File: src/rtl/regf_pkg.sv
package regf_pkg;
  localparam int unsigned REGF_DEF_ENTRIES = 8;
  localparam int unsigned REGF_DEF_WIDTH   = 16;
  localparam int unsigned REGF_NUM_BANKS   = 2;
endpackage

File: src/rtl/regf_wr_decode.sv
module regf_wr_decode #(
  parameter int unsigned ENTRIES = 8,
  localparam int unsigned AW = (ENTRIES > 1) ? $clog2(ENTRIES) : 1
) (
  input  logic               clk,
  input  logic               rst_n,
  input  logic               wr_en,
  input  logic [AW-1:0]      wr_addr,
  output logic [ENTRIES-1:0] wr_sel
);
  genvar g;
  generate
    for (g = 0; g < ENTRIES; g++) begin : g_sel
      assign wr_sel[g] = wr_en && (wr_addr == AW'(g));
    end
  endgenerate

  p_sel_onehot_r7: assert property (@(posedge clk) disable iff (!rst_n)
    $onehot0(wr_sel));
  p_sel_idle_r3: assert property (@(posedge clk) disable iff (!rst_n)
    !wr_en |-> (wr_sel == '0));
endmodule

File: src/rtl/regf_bank.sv
module regf_bank #(
  parameter int unsigned ENTRIES = 8,
  parameter int unsigned WIDTH   = 16,
  localparam int unsigned AW = (ENTRIES > 1) ? $clog2(ENTRIES) : 1
) (
  input  logic               clk,
  input  logic               rst_n,
  input  logic [ENTRIES-1:0] wr_sel,
  input  logic [WIDTH-1:0]   wr_data,
  input  logic [AW-1:0]      rd_addr,
  output logic [WIDTH-1:0]   rd_data
);
  logic [WIDTH-1:0] store [ENTRIES];

  genvar g;
  generate
    for (g = 0; g < ENTRIES; g++) begin : g_entry
      always_ff @(posedge clk or negedge rst_n) begin
        if (!rst_n)         store[g] <= '0;
        else if (wr_sel[g]) store[g] <= wr_data;
      end

      p_entry_load_r2: assert property (@(posedge clk) disable iff (!rst_n)
        wr_sel[g] |=> (store[g] == $past(wr_data)));
      p_entry_keep_r7: assert property (@(posedge clk) disable iff (!rst_n)
        !wr_sel[g] |=> $stable(store[g]));
    end
  endgenerate

  assign rd_data = store[rd_addr];
endmodule

File: src/rtl/regfile_dualbank.sv
module regfile_dualbank #(
  parameter int unsigned ENTRIES = regf_pkg::REGF_DEF_ENTRIES,
  parameter int unsigned WIDTH   = regf_pkg::REGF_DEF_WIDTH,
  localparam int unsigned AW = (ENTRIES > 1) ? $clog2(ENTRIES) : 1,
  localparam int unsigned NB = regf_pkg::REGF_NUM_BANKS
) (
  input  logic             clk,
  input  logic             rst_n,
  input  logic [AW-1:0]    rd_addr_a,
  output logic [WIDTH-1:0] rd_data_a,
  input  logic [AW-1:0]    rd_addr_b,
  output logic [WIDTH-1:0] rd_data_b,
  input  logic             wr_en,
  input  logic [AW-1:0]    wr_addr,
  input  logic [WIDTH-1:0] wr_data
);
  logic [ENTRIES-1:0] wr_sel;
  logic [AW-1:0]      bank_addr [NB];
  logic [WIDTH-1:0]   bank_data [NB];

  assign bank_addr[0] = rd_addr_a;
  assign bank_addr[1] = rd_addr_b;

  regf_wr_decode #(.ENTRIES(ENTRIES)) u_dec (
    .clk(clk), .rst_n(rst_n), .wr_en(wr_en), .wr_addr(wr_addr), .wr_sel(wr_sel)
  );

  genvar b;
  generate
    for (b = 0; b < NB; b++) begin : g_bank
      regf_bank #(.ENTRIES(ENTRIES), .WIDTH(WIDTH)) u_bank (
        .clk(clk), .rst_n(rst_n), .wr_sel(wr_sel), .wr_data(wr_data),
        .rd_addr(bank_addr[b]), .rd_data(bank_data[b])
      );
    end
  endgenerate

  assign rd_data_a = bank_data[0];
  assign rd_data_b = bank_data[1];

  p_ports_agree_r6: assert property (@(posedge clk) disable iff (!rst_n)
    (rd_addr_a == rd_addr_b) |-> (rd_data_a == rd_data_b));
  p_write_visible_r2: assert property (@(posedge clk) disable iff (!rst_n)
    (wr_en && wr_addr == rd_addr_a) |=>
      ((rd_addr_a != $past(rd_addr_a)) || rd_data_a == $past(wr_data)));
endmodule

File: config.mk
export PLATFORM = sky130hd
export DESIGN_NAME = regfile_dualbank
export DESIGN_NICKNAME = d
export VERILOG_FILES = /design/src/rtl/regf_pkg.sv /design/src/rtl/regf_wr_decode.sv /design/src/rtl/regf_bank.sv /design/src/rtl/regfile_dualbank.sv
export SDC_FILE = /design/constraint.sdc
export NUM_CORES = 1
export LEC_CHECK = 0
export ABC_AREA = 1
export BUFFER_PORTS_ARGS = -buffer_cell sky130_fd_sc_hd__buf_2
export CAP_MARGIN = 5
export CORE_ASPECT_RATIO = 2
export CORE_MARGIN = 2
export CORE_UTILIZATION = 53
export DETAILED_ROUTE_END_ITERATION = 8
export PLACE_DENSITY = 0.7
export SYNTH_ARGS = -nofsm -noshare
export SYNTH_HDL_FRONTEND = slang
export SYNTH_HIERARCHICAL = 1
export SYNTH_SLANG_ARGS = --single-unit
File: constraint.sdc
create_clock -name clk -period 3.11 [get_ports clk]
set_input_delay 0.622 -clock clk [delete_from_list [all_inputs] [get_ports clk]]
set_output_delay 0.622 -clock clk [all_outputs]
set_load 0.005 [all_outputs]
==> impl_metrics.py <==
metrics = {
    "die": {
        "die_x_um": 113,
        "coreArea_um2": 23300,
        "fp.dieH_um": 222,
        "num_rows": 79,
        "fp.dieArea_um2": 25100,
        "pin_count": 60,
        "start_util_pct": 54.0,
    },
    "finish": {
        "final_common_cell": "nand2_1",
        "reg_top3": "g_bank.u_bank/store x256",
        "drive_gt1_share_pct": 7.23,
        "multiInputGateArea_um2": 4560,
        "fin_nets": 1727,
        "stdcell_count": 1997,
        "seqCellArea_um2": 6410,
        "final_cell_mix": "678 x nand2_1, 263 x inv_1, 256 x o21ai_0, 256 x dfrtp_1, 128 x nand3_1",
        "nFillCells": 2208,
        "largest_reg_flops": 256,
        "diodes": 0,
        "largest-register": "g_bank.u_bank/store",
        "synthToLayoutAreaGrowth_pct": 8.25,
    },
    "yosys": {
        "synth_sequential_area_ratio_pct": 50.8,
        "syn_avg_cell_area_um2": 7.34,
        "syn_inst": 1717,
        "synth_nets": 1745,
        "synth_compound_area_share_pct": 10.2,
        "synth-xor-area-share_pct": 0,
        "synthSimpleGateAreaFrac_pct": 25.5,
        "synth_warnings": 6,
        "synth.distinct_cells": 13,
        "ys_ff_latch": 256,
        "synth_fa_ha_area_share_pct": 0,
        "muxShareOfSynthArea_pct": 0,
        "syn-cell-area_um2": 12600,
        "synth_top_family_by_area": "simple AND/OR/NAND/NOR gates",
    },
    "power": {
        "p_per_area_nw_per_um2": 631,
        "p_leak_uw": 0.00699,
        "power.internal_uw": 6090,
        "seq_power_share_pct": 48.6,
        "swShare_pct": 29.3,
        "ir_worst_vdd_mv": 0.429,
        "p_clk_share_pct": 32.0,
        "pwr-share-comb_pct": 19.3,
        "p_switching_uw": 2520,
    },
    "worst_setup_path": {
        "worstPathCellList": "buf_2 -> inv_2 -> buf_12 -> nand2_1 -> nand3_1 -> nand2_1 -> nand2_1 -> nand2_1 -> buf_2",
        "cp_slowest_cell": "buf_12",
        "crit_top_cell": "nand2_1",
        "r2r_slack_ns": 2.38,
        "rr_endpoint": "g_bank[0].u_bank/store[26]$_DFFE_PN0P_",
        "crit_required_ns": 2.49,
        "crit_family": "buffers and inverters",
        "crit_type": "input pin to output port",
        "cp_max_fo": 48,
        "worstReg2RegStart": "g_bank[0].u_bank/store[26]$_DFFE_PN0P_",
        "path_buf_inv": 4,
        "slowest_delay_ns": 0.27,
        "crit_path_end_kind": "output port",
        "critPathArrivalTime_ns": 1.83,
        "r2r_cells": 2,
        "cp-start-kind": "input pin",
    },
    "detailed_routing": {
        "routed_wl_mm": 32.3,
        "ant_nets": 0,
        "drcViolationCount": 4,
        "wl_met2_mm": 16.3,
        "first_iter_violations": 742,
        "drt-pass1-iter-count": 7,
        "routed-wl-met3_mm": 1.43,
        "wl_per_cell_um": 16.2,
        "vias_per_cell": 5.23,
        "top_layer": "met4",
        "wl_met1_mm": 13.6,
        "vias": 10400,
    },
    "placement": {
        "port_buffers": 59,
        "place_hpwl_mm": 19.7,
        "dpl.cell_count": 1957,
        "place_congestion": 0.791,
    },
    "timing": {
        "finalHoldViolCount": 0,
        "setup_viol": 0,
        "max_freq_ghz": 0.407,
        "grt_setup_unrepaired": "false",
        "worstMarginPinSlew_ns": 0.789,
        "clock_skew_ns": 0,
        "post-route-period-util_pct": 78.9,
        "fin_crit_ns": 2.45,
        "setup_tns_ns": 0,
        "final_max_slew_viol_count": 0,
        "relSlewSlack_pct": 47.3,
    },
    "cts": {
        "clockBufferDepth": 3,
        "cts-root-buf": "clkbuf_16",
        "path_clk_slew_ns": 0.07,
        "cts_post_setup_buffers_inserted": 0,
        "clkSinkCount": 256,
        "cts_tree": "done",
        "clock_latency_ns": 0.52,
        "cts.repair.resized": 0,
        "cts_buffers": 22,
        "h-tree-depth": 1,
    },
    "min_path": {
        "worstHoldPathType": "input pin to flip-flop",
        "hold_start": "wr_data[14]",
        "holdPathStages": 3,
        "hold_end": "g_bank[1].u_bank/store[78]$_DFFE_PN0P_",
    },
    "global_route": {
        "antenna_found_initial": 0,
        "grt_max_degree": 116,
        "grt_first_pass_wirelength_mm": 53.4,
        "grt_usage_pct": 26.6,
        "grt_pass1_vias": 10100,
        "grt-ovfl-total": 0,
    },
    "run_status": {
        "status": "finished, violations left",
        "violations": "design-rule violations",
    },
    "flow_run": {
        "drv_cap": 0,
    },
}
==> metal layers <==
metal / global-route usage, % / up-vias
li1: - / 5134
met1: 34.6 / 5004
met2: 46.3 / 239
met3: 2.60 / 63
met4: 9.01 / 0
met5: 0 / -
==> logic make-up after synthesis <==
| family | count (synthesis) |
|---|---|
| AND/OR/NAND/NOR | 814 |
| AO/OA/AOI/OAI | 256 |
| buffers and inverters | 391 |
| flip-flops | 256 |
==> power by group through the flow <==
stage / combinational (uW) / sequential, uW / clock [uW]
3_5_place_dp: 1670 / 4250 / 0
2_1_floorplan: 1170 / 4200 / 0
4_1_cts: 1680 / 4190 / 2810
3_3_place_gp: 1620 / 4230 / 0
5_1_grt: 1940 / 4250 / 2930
6_report: 1660 / 4190 / 2760
==> layout make-up <==
class | instances | area share [%]
Clock buffer | 35 | 4.84
Clock inverter | 4 | 0.330
Inverter | 265 | 7.29
Multi-Input combinational cell | 1070 | 33.4
Sequential cell | 256 | 47.0
Tap cell | 283 | 2.60
Timing Repair Buffer | 84 | 4.55
==> worst min-delay path: stages <==
cell	delay (ns)
buf_2	0.20
nand2_1	0.08
o21ai_0	0.07
==> cell usage after synthesis <==
cell type / count / share of area [%]
nand2_1: 678 / 20
inv_2: 2 / 0.060
buf_1: 10 / 0.30
buf_2: 24 / 0.95
nand3_1: 128 / 5.1
dfrtp_1: 256 / 51
clkbuf_1: 48 / 1.4
clkbuf_2: 8 / 0.32
o21ai_0: 256 / 10
nor2_1: 8 / 0.24
buf_4: 22 / 1.3
inv_1: 263 / 7.8
buf_6: 14 / 1.3
==> stage by stage <==
step | total power [uW] | cell area (um2) | setup WS (ns) | utilization, % | hold slack, ns
after global routing | 9130 | 13600 | 0.569 | 58.5 | 0.496
after detailed placement | 5920 | 12900 | 0.662 | 55.4 | 0.495
after CTS | 8690 | 13600 | 0.662 | 58.5 | 0.474
after global placement | 5850 | 12900 | 0.673 | 55.4 | 0.492
after floorplan | 5370 | 12600 | 1.25 | - | 0.326
final | 8610 | 13600 | 0.655 | 58.5 | 0.484
==> how the worst max path moves through the flow <==
stage                  from       endpoint  slack (ns)  cells past startpoint
2_1_floorplan  rd_addr_a[1]  rd_data_a[10]        1.25                      7
3_3_place_gp   rd_addr_b[1]  rd_data_b[10]        0.67                      8
3_5_place_dp   rd_addr_a[0]  rd_data_a[12]        0.66                      9
4_1_cts        rd_addr_a[0]  rd_data_a[12]        0.66                      9
5_1_grt        rd_addr_a[0]   rd_data_a[8]        0.57                      9
6_report       rd_addr_a[0]  rd_data_a[12]        0.66                      9
==> timing repair <==
| item | 4_1_cts | 5_1_grt |
|---|---|---|
| setup endpoints to repair | 0 | 0 |
| hold endpoints to repair | 27 | 0 |
| hold buffers | 1 | 0 |
Power figures use the tool's default switching activity.
